$ cat src/rtl/fcmp_pkg.sv
package fcmp_pkg;

    typedef enum logic [1:0] {
        REL_GT = 2'd0,
        REL_LT = 2'd1,
        REL_EQ = 2'd2,
        REL_UN = 2'd3
    } rel_e;

    typedef struct packed {
        logic sign;
        logic is_nan;
        logic is_zero;
    } opclass_t;

    // {C3, C2, C0} for a relation
    function automatic logic [2:0] rel_bits(input rel_e rel);
        case (rel)
            REL_GT:  return 3'b000;
            REL_LT:  return 3'b001;
            REL_EQ:  return 3'b100;
            default: return 3'b111;
        endcase
    endfunction

endpackage

$ cat src/rtl/fcmp_classify.sv
module fcmp_classify
    import fcmp_pkg::*;
#(
    parameter int EXP_W = 15,
    parameter int SIG_W = 64,
    localparam int OP_W  = 1 + EXP_W + SIG_W,
    localparam int MAG_W = EXP_W + SIG_W
) (
    input  logic [OP_W-1:0]  op,
    output opclass_t         cls,
    output logic [MAG_W-1:0] mag
);
    logic [EXP_W-1:0] expo;
    logic [SIG_W-1:0] sig;

    always_comb begin
        expo        = op[OP_W-2 -: EXP_W];
        sig         = op[SIG_W-1:0];
        cls.sign    = op[OP_W-1];
        cls.is_nan  = (&expo) && (|sig[SIG_W-2:0]);
        cls.is_zero = (expo == '0) && (sig == '0);
        mag         = {expo, sig};
    end
endmodule

$ cat src/rtl/fcmp_order.sv
module fcmp_order
    import fcmp_pkg::*;
#(
    parameter int MAG_W = 79
) (
    input  opclass_t         cls_a,
    input  opclass_t         cls_b,
    input  logic [MAG_W-1:0] mag_a,
    input  logic [MAG_W-1:0] mag_b,
    output rel_e             rel
);
    logic mag_gt;
    logic mag_eq;

    always_comb begin
        mag_gt = mag_a > mag_b;
        mag_eq = mag_a == mag_b;
        if (cls_a.is_nan || cls_b.is_nan)
            rel = REL_UN;
        else if (cls_a.is_zero && cls_b.is_zero)
            rel = REL_EQ;
        else if (cls_a.sign != cls_b.sign)
            rel = cls_a.sign ? REL_LT : REL_GT;
        else if (mag_eq)
            rel = REL_EQ;
        else if (mag_gt ^ cls_a.sign)
            rel = REL_GT;
        else
            rel = REL_LT;
    end
endmodule

$ cat src/rtl/fcmp_flagmap.sv
module fcmp_flagmap
    import fcmp_pkg::*;
#(
    parameter int EXP_W = 15,
    parameter int SIG_W = 64,
    localparam int OP_W  = 1 + EXP_W + SIG_W,
    localparam int MAG_W = EXP_W + SIG_W
) (
    input  logic            clk,
    input  logic            rst,
    input  logic            in_valid,
    input  logic            in_direct,
    input  logic            in_pop,
    input  logic [OP_W-1:0] in_st0,
    input  logic [OP_W-1:0] in_src,
    output logic            out_valid,
    output logic [3:0]      out_cc,
    output logic            out_zf,
    output logic            out_pf,
    output logic            out_cf,
    output logic            out_invalid,
    output logic            out_pop
);
    logic [OP_W-1:0]  ops  [2];
    opclass_t         cls  [2];
    logic [MAG_W-1:0] mags [2];
    rel_e             rel;
    logic [2:0]       bits;

    assign ops[0] = in_st0;
    assign ops[1] = in_src;

    for (genvar g = 0; g < 2; g++) begin : g_cls
        fcmp_classify #(.EXP_W(EXP_W), .SIG_W(SIG_W)) u_cls (
            .op  (ops[g]),
            .cls (cls[g]),
            .mag (mags[g])
        );
    end

    fcmp_order #(.MAG_W(MAG_W)) u_ord (
        .cls_a (cls[0]),
        .cls_b (cls[1]),
        .mag_a (mags[0]),
        .mag_b (mags[1]),
        .rel   (rel)
    );

    assign bits = rel_bits(rel);

    always_ff @(posedge clk) begin
        if (rst) begin
            out_valid   <= 1'b0;
            out_invalid <= 1'b0;
            out_pop     <= 1'b0;
            out_cc      <= '0;
            out_zf      <= 1'b0;
            out_pf      <= 1'b0;
            out_cf      <= 1'b0;
        end else begin
            out_valid   <= in_valid;
            out_invalid <= in_valid && (rel == REL_UN);
            out_pop     <= in_valid && in_pop;
            if (in_valid && !in_direct)
                out_cc <= {bits[2], bits[1], 1'b0, bits[0]};
            if (in_valid && in_direct) begin
                out_zf <= bits[2];
                out_pf <= bits[1];
                out_cf <= bits[0];
            end
        end
    end

    // a NaN on either side must yield the unordered relation
    a_r5_nan_unordered: assert property (@(posedge clk) disable iff (rst)
        (cls[0].is_nan || cls[1].is_nan) |-> rel == REL_UN);

    // two zeros of any sign compare equal
    a_r6_zero_equal: assert property (@(posedge clk) disable iff (rst)
        (cls[0].is_zero && cls[1].is_zero) |-> rel == REL_EQ);

    // a request produces a result marker on the next cycle and only then
    a_r1_valid_follows: assert property (@(posedge clk) disable iff (rst)
        in_valid |=> out_valid);
    a_r1_valid_origin: assert property (@(posedge clk) disable iff (rst)
        out_valid |-> $past(in_valid));

    // pop request only within a result cycle
    a_r8_pop_in_result: assert property (@(posedge clk) disable iff (rst)
        out_pop |-> out_valid);

    // invalid only within a result cycle
    a_r5_invalid_in_result: assert property (@(posedge clk) disable iff (rst)
        out_invalid |-> out_valid);

    // condition bits hold unless a status-form compare arrives
    a_r4_cc_hold: assert property (@(posedge clk) disable iff (rst)
        !(in_valid && !in_direct) |=> $stable(out_cc));

    // integer flags hold unless a direct-form compare arrives
    a_r4_flags_hold: assert property (@(posedge clk) disable iff (rst)
        !(in_valid && in_direct) |=> $stable({out_zf, out_pf, out_cf}));

    // C1 reads zero after any status-form compare
    a_r3_c1_clear: assert property (@(posedge clk) disable iff (rst)
        (in_valid && !in_direct) |=> !out_cc[1]);
endmodule

$ cat config.mk
export PLATFORM = sky130hd
export DESIGN_NAME = fcmp_flagmap
export DESIGN_NICKNAME = d
export VERILOG_FILES = /design/src/rtl/fcmp_pkg.sv /design/src/rtl/fcmp_classify.sv /design/src/rtl/fcmp_order.sv /design/src/rtl/fcmp_flagmap.sv
export SDC_FILE = /design/constraint.sdc
export NUM_CORES = 1
export LEC_CHECK = 0
export ABC_AREA = 0
export ABC_CLOCK_PERIOD_IN_PS = 6100
export BUFFER_PORTS_ARGS = -buffer_cell sky130_fd_sc_hd__buf_2
export CAP_MARGIN = 0
export CORE_MARGIN = 4
export CORE_UTILIZATION = 40
export CTS_BUF_LIST = sky130_fd_sc_hd__clkbuf_16
export CTS_CLUSTER_SIZE = 28
export DETAILED_ROUTE_END_ITERATION = 7
export GPL_TIMING_DRIVEN = 0
export MAX_ROUTING_LAYER = met4
export PLACE_DENSITY_LB_ADDON = 0.2
export SLEW_MARGIN = 25
export SYNTH_ARGS = -nofsm -noshare
export SYNTH_HDL_FRONTEND = slang
export SYNTH_SLANG_ARGS = --single-unit
$ cat constraint.sdc
create_clock -name clk -period 6.1 [get_ports clk]
set_input_delay 1.22 -clock clk [delete_from_list [all_inputs] [get_ports clk]]
set_output_delay 1.22 -clock clk [all_outputs]
set_load 0.02 [all_outputs]
==> results of run 1 <==
layout make-up:
cell class / count / area (um^2)
Buffer: 1 / 7.507
Sequential cell: 9 / 180.2
Clock inverter: 1 / 3.754
Tap cell: 96 / 120.1
Fill cell: 675 / 2929
Clock buffer: 3 / 75.07
Inverter: 81 / 304.0
Multi-Input combinational cell: 295 / 2308
Timing Repair Buffer: 173 / 865.8
final timing paths:
kind	to	slack (ns)	startpoint
setup / recovery	out_invalid$_SDFF_PP0_	2.48	in_src[76]
hold / removal	out_cc[2]$_SDFFE_PP0P_	0.49	out_cc[2]$_SDFFE_PP0P_
setup reg to reg	out_cc[0]$_SDFFE_PP0P_	5.38	out_cc[0]$_SDFFE_PP0P_
hold reg to reg	out_cc[2]$_SDFFE_PP0P_	0.49	out_cc[2]$_SDFFE_PP0P_
where the power goes:
part           total [mW]  leakage (nW)  internal (mW)  switching, mW
Clock               0.112        0.0423         0.0854         0.0266
Combinational       0.211          2.08         0.0985          0.112
Sequential         0.0635        0.0740         0.0622        0.00126
Total               0.386          2.19          0.246          0.140
logic make-up after synthesis:
group	synth area share [%]
xor gates and xnor gates	0.3128
adders and majority gates	35.30
muxes	0.7150
other	0.1339
DFF	6.434
and+or+nand+nor	30.12
AOI/OAI and AO/OA	15.86
buffers and inverters	11.13
critical path, stage by stage:
cell      delay (ns)
buf_2           0.10
inv_1           0.04
ha_1            0.29
nand4_1         0.16
nor4_1          0.66
nand3b_1        0.14
or4_1           0.65
and2_0          0.22
nand4_1         0.14
a31oi_1         0.10
cells in the mapped netlist, drive strengths merged, types with 6 or more instances:
cell type,n
inv,81
ha,79
nor4,43
nand4,34
a21oi,30
nand2,18
o21ai,11
nand3,10
nor2,10
nor3,10
dfxtp,9
a21o,7
a211oi,6
cells in the final DEF, fill, tap and decap left out, types with 2 or more instances in the layout:
cell type,n
dfxtp_1,9
a21oi_1,30
and4_1,3
nand4_1,34
inv_1,82
o31ai_1,2
a21o_1,7
a311oi_1,2
a211oi_1,6
nand3b_1,2
nor4_1,42
and2_1,3
nor2_1,8
mux2i_1,2
nand3_1,10
ha_1,79
or4_1,3
nor3_1,10
a221oi_1,4
o21ai_0,11
buf_2,173
clkbuf_16,3
nor2b_1,2
nand2_1,17
registers in the layout (all words and copies together), names as in the netlist:
| signal | flops |
|---|---|
| out_valid | 1 |
| out_invalid | 1 |
| out_cf | 1 |
| out_zf | 1 |
| out_pop | 1 |
| out_cc | 3 |
| out_pf | 1 |
metal layers:
| metal | part of all wire (%) | track usage, % | up-vias |
|---|---|---|---|
| li1 | - | - | 1817 |
| met3 | 6.7 | 2.789 | 14 |
| met2 | 46 | 37.74 | 125 |
| met4 | 1.6 | 4.648 | 0 |
| met1 | 45 | 27.05 | 1549 |
| met5 | 0 | - | - |
==> impl_results.md, run 1 <==
- Status: finished clean
- Leak: 2.192 nW
- Worst r2r path cells: 2
- CP startpoint kind: input port
- Fin area: 3865 um^2
- Std-Cell Rows: 30
- Vias in the first global route: 3,451
- Number of iterations in the first detailed-routing pass: 5
- Total track usage: 21.79%
- Die width: 91.67 um
- Cell Count, Final, Fillers Out: 659
- Unique masters post-synth: 41
- Area Overhead vs Synth: 38.03%
- Initial DRC Count: 76
- Nets@finish: 808
- Worst-Margin Slew: 0.6924 ns
- Worst Skew: 0 ns
- WL final: 9.431 mm
- Number of flops mapped to enable cells by yosys: 0
- Die height: 91.67 um
- Share of layout cells above drive strength 1: 32.50%
- # IOs: 175
- Largest net degree at the start of global routing: 8
- Post-route setup slack: 2.475 ns
- Num CTS Buffers: 3
- Power per cell area: 99.90 nW/um^2
- Placed insts: 655
- Clock Latency Late Sink: 0.23 ns
- Share of the synthesized area in the top cell type: 35.30%
- Synth async-reset ratio: 0%
- Die area: 8403 um^2
- Post-route minimum period: 3.625 ns
- Clock sinks: 9
- Synthesized flop and latch total: 9
- Fin Hold WS: 0.4879 ns
- Vias per Instance: 5.319
- YS warnings: 0
- Critical Path RT: 6.19 ns
- Endpoints failing hold: 0
- Final setup fails: 0
- Tcrit/Tclk final: 59.42%
- Residual DRC: 0
- Hold path depth: 2
- Total gr overflow: 0
- # hold bufs at CTS: 0
- Max IR drop VDD: 0.1106 mV
- Mean Syn Cell Area: 7.254 um^2
- Maximum clock rate: 275.9 MHz
- Power, Total: 386.1 uW
- Sequential share of the synthesized area: 6.434%
- Dominant cell type by area after synthesis: ha_1
- Arr. time, crit path: 3.72 ns
- RSZ-0062 raised after global routing: no
- Dpl cell area: 3786 um^2
- Worst min path class: flip-flop to flip-flop
- CP Capture Type: flip-flop
- Antenna cells: 0
- # H-tree levels: 1
- Synth area leaders: ha_1 (35%), inv_1 (11%), nor4_1 (9.4%), nand4_1 (7.6%), dfxtp_1 (6.4%)
- PostCTS Resize Cnt: 0
- Clk root buf: clkbuf_16
- Core footprint: 6794 um^2
- Initial Utilization: 41.22%
- Critical path fanouts, max: 4
- Routed via count: 3,505
- Fin Setup TNS: 0 ns
- Port Buf Inserts: 173
- Relative slew slack: 53.41%
- Syn Inst Count: 386
- Setup CP Type: input port to flip-flop
- Pre-CTS setup slack: 2.154 ns
- Final GP Congestion: 0.8886
- Max-slew violations: 0
- Finished Core Util: 56.89%
- Max-cap violations: 0
- Post-CTS setup buffers: 0
- Clock tree buffer depth: 2
- Post-synth top flop: dfxtp_1
- Antenna Nets Post-Route: 0
- Post-Syn Area: 2800 um^2
- Clock transition at the registers of the reported paths: 0.04 ns
- Net Count, Synth: 630
- Global-route wire length before repair: 14.97 mm
- Post-DP HPWL: 8.814 mm
- CTS tree: done
- Wire per inst: 14.31 um
- Initial antenna violation count: 0
(Power assumes the default switching activity.)
==> run 2, diff against run 1 <==
--- a/config.mk
+++ b/config.mk
@@ -5,8 +5,8 @@
 export SDC_FILE = /design/constraint.sdc
 export NUM_CORES = 1
 export LEC_CHECK = 0
-export ABC_AREA = 0
-export ABC_CLOCK_PERIOD_IN_PS = 6100
+export ABC_AREA = 1
+export ABC_CLOCK_PERIOD_IN_PS = 3700
 export BUFFER_PORTS_ARGS = -buffer_cell sky130_fd_sc_hd__buf_2
 export CAP_MARGIN = 0
 export CORE_MARGIN = 4
==> constraint.sdc (replaced) <==
create_clock -name clk -period 3.7 [get_ports clk]
set_input_delay 0.74 -clock clk [delete_from_list [all_inputs] [get_ports clk]]
set_output_delay 0.74 -clock clk [all_outputs]
set_load 0.02 [all_outputs]
==> run 2 against run 1 <==
  * Via count increased by 15%
  * Clock skew unchanged
  * First-iteration DRC count increased by 24%
  * Clock power increased by 68%
  * Sequential share of layout area decreased by 0.53 points
  * Core utilization decreased by 1.3 points
  * Largest power group unchanged
==> impl_results.md, run 2 <==
- Final GP Congestion: 0.9148
- Mean Syn Cell Area: 5.787 um^2
- Commonest cells in the netlist: inv_1 (124), nand2_1 (121), nor2_1 (91)
- Vias per Instance: 4.774
- Finished Core Util: 55.58%
- Worst min path class: flip-flop to flip-flop
- Nets@finish: 990
- Total track usage: 21.15%
- Fin Setup TNS: 0 ns
- Initial antenna violation count: 1
- Most frequent cells in the layout: buf_2 (173), inv_1 (125), nand2_1 (121)
- Cell Count, Final, Fillers Out: 848
- Post-route minimum period: 2.253 ns
- Number of iterations in the first detailed-routing pass: 4
- CP Capture Type: flip-flop
- Routed via count: 4,048
- Commonest non-fill, non-tap cell in the layout: buf_2
- Post-DP HPWL: 9.638 mm
- Std-Cell Rows: 32
- CTS tree: done
- Total gr overflow: 0
- Final setup fails: 0
- CP peak stage delay: 0.30 ns
- # H-tree levels: 1
- Net Count, Synth: 812
- # IOs: 175
- Share of the synthesized area in the top cell type: 30.07%
- Slowest-stage cell, CP: ha_1
- Synth async-reset ratio: 0%
- Synthesized flop and latch total: 9
- YS warnings: 0
- Critical Path RT: 3.83 ns
- Clock transition at the registers of the reported paths: 0.04 ns
- Maximum clock rate: 443.8 MHz
- Initial DRC Count: 94
- Clk root buf: clkbuf_16
- Power per cell area: 160.4 nW/um^2
- CP Cell Sequence: buf_2, inv_1, ha_1, nand2_1, nor2_1, nand2_2, nor2_4, nand2_2, nor2_1, nand2_1, nand3_2, nand2_2, nand3_2, nand3_1, nand2_1, inv_1
- Max-slew violations: 0
- Syn Inst Count: 568
- Num CTS Buffers: 3
- Dpl cell area: 4280 um^2
- Critical path fanouts, max: 3
- Area Overhead vs Synth: 32.70%
- Clock Latency Late Sink: 0.23 ns
- Fin Hold WS: 0.5044 ns
- PostCTS Resize Cnt: 0
- Fin area: 4362 um^2
- Max IR drop VDD: 0.4380 mV
- CP startpoint: in_src[70]
- Post-synth top flop: dfxtp_1
- Port Buf Inserts: 173
- Unique masters post-synth: 27
- WP buf/inv: 3
- Share of layout cells above drive strength 1: 26.58%
- Antenna Nets Post-Route: 0
- CP startpoint kind: input port
- Power, Total: 699.7 uW
- Top delay family on crit path: simple AND/OR/NAND/NOR gates
- Post-CTS setup buffers: 0
- Die width: 98.65 um
- Largest Register: out_cc
- Largest net degree at the start of global routing: 7
- Arr. time, crit path: 2.38 ns
- Die area: 9732 um^2
- Core footprint: 7848 um^2
- Status: finished clean
- Dominant cell type by area after synthesis: ha_1
- WL final: 10.40 mm
- Global-route wire length before repair: 17.21 mm
- Die height: 98.65 um
- Top-count cell post-synth: inv_1
- R2r startpoint: out_cf$_SDFFE_PP0P_
- RSZ-0062 raised after global routing: no
- Pre-CTS setup slack: 1.220 ns
- Clock tree buffer depth: 2
- Residual DRC: 0
- Hold Crit Start: out_cc[3]$_SDFFE_PP0P_
- Placed insts: 843
- Endpoints failing hold: 0
- Worst Skew: 0 ns
- # hold bufs at CTS: 0
- Number of flops mapped to enable cells by yosys: 0
- Post-route setup slack: 1.447 ns
- Synth area leaders: ha_1 (30%), inv_1 (14%), nand2_1 (14%), nor2_1 (10%), nand4_1 (7.8%)
- Vias in the first global route: 4,028
- Post-Syn Area: 3287 um^2
- Wire per inst: 12.27 um
- Clock sinks: 9
- Max-cap violations: 0
- Leak: 2.705 nW
- Number of flip-flops in the largest register: 3
- Setup CP Type: input port to flip-flop
- Tcrit/Tclk final: 60.90%
- Sequential share of the synthesized area: 5.482%
- Initial Utilization: 41.88%
run 2: cell types whose count changed in the layout (fill, tap and decap cells not counted), sizes merged, moves of 6 or more:
cell    before  now
nor4        43    6
nand3       10   19
nor2        10   97
inv         82  126
a211oi       6    0
nand4       34   41
nand2       18  129
run 2: per-layer routing:
| metal | up-vias | wire, um | track usage (%) |
|---|---|---|---|
| li1 | 2192 | - | - |
| met1 | 1741 | 4560 | 25.51 |
| met2 | 107 | 5091 | 38.48 |
| met3 | 8 | 669 | 2.972 |
| met4 | 0 | 79 | 2.311 |
| met5 | - | 0 | - |
run 2: path summary, 6_finish.rpt:
path,to,slack [ns],cells after the start
max,out_cf$_SDFFE_PP0P_,1.45,16
min,out_cc[3]$_SDFFE_PP0P_,0.50,2
max reg2reg,out_cf$_SDFFE_PP0P_,3.04,4
min reg2reg,out_cc[3]$_SDFFE_PP0P_,0.50,2
run 2: cells by family (layout without fill, tap and decap cells):
group	after synthesis	after routing	share of synthesized area (%)
adders and majority gates	79	79	30.07
buffers and inverters	126	303	14.50
and+or+nand+nor	307	307	42.18
DFF	9	9	5.481
other	1	2	0.1141
AOI/OAI and AO/OA	46	46	7.651
run 2: cell type report:
type / count / area [um^2]
antenna: 1 / 2.502
buffer: 1 / 7.507
clock buffer: 3 / 75.07
clock inverter: 1 / 3.754
fill: 840 / 3486
inverter: 125 / 469.2
multi-input combinational: 433 / 2630
sequential: 9 / 180.2
tap: 102 / 127.6
timing repair buffer: 173 / 865.8
run 2: tightest hold or removal path: cells and delay by family, from the launching register on:
kind | cells | cell delay [ns]
buffers and inverters | 1 | 0.06
flip-flops | 1 | 0.32
AO/OA/AOI/OAI | 1 | 0.10
run 2: power by group:
| group | internal (mW) | switching (mW) |
|---|---|---|
| Sequential | 0.103 | 0.00224 |
| Clock | 0.141 | 0.0471 |
| Combinational | 0.176 | 0.230 |
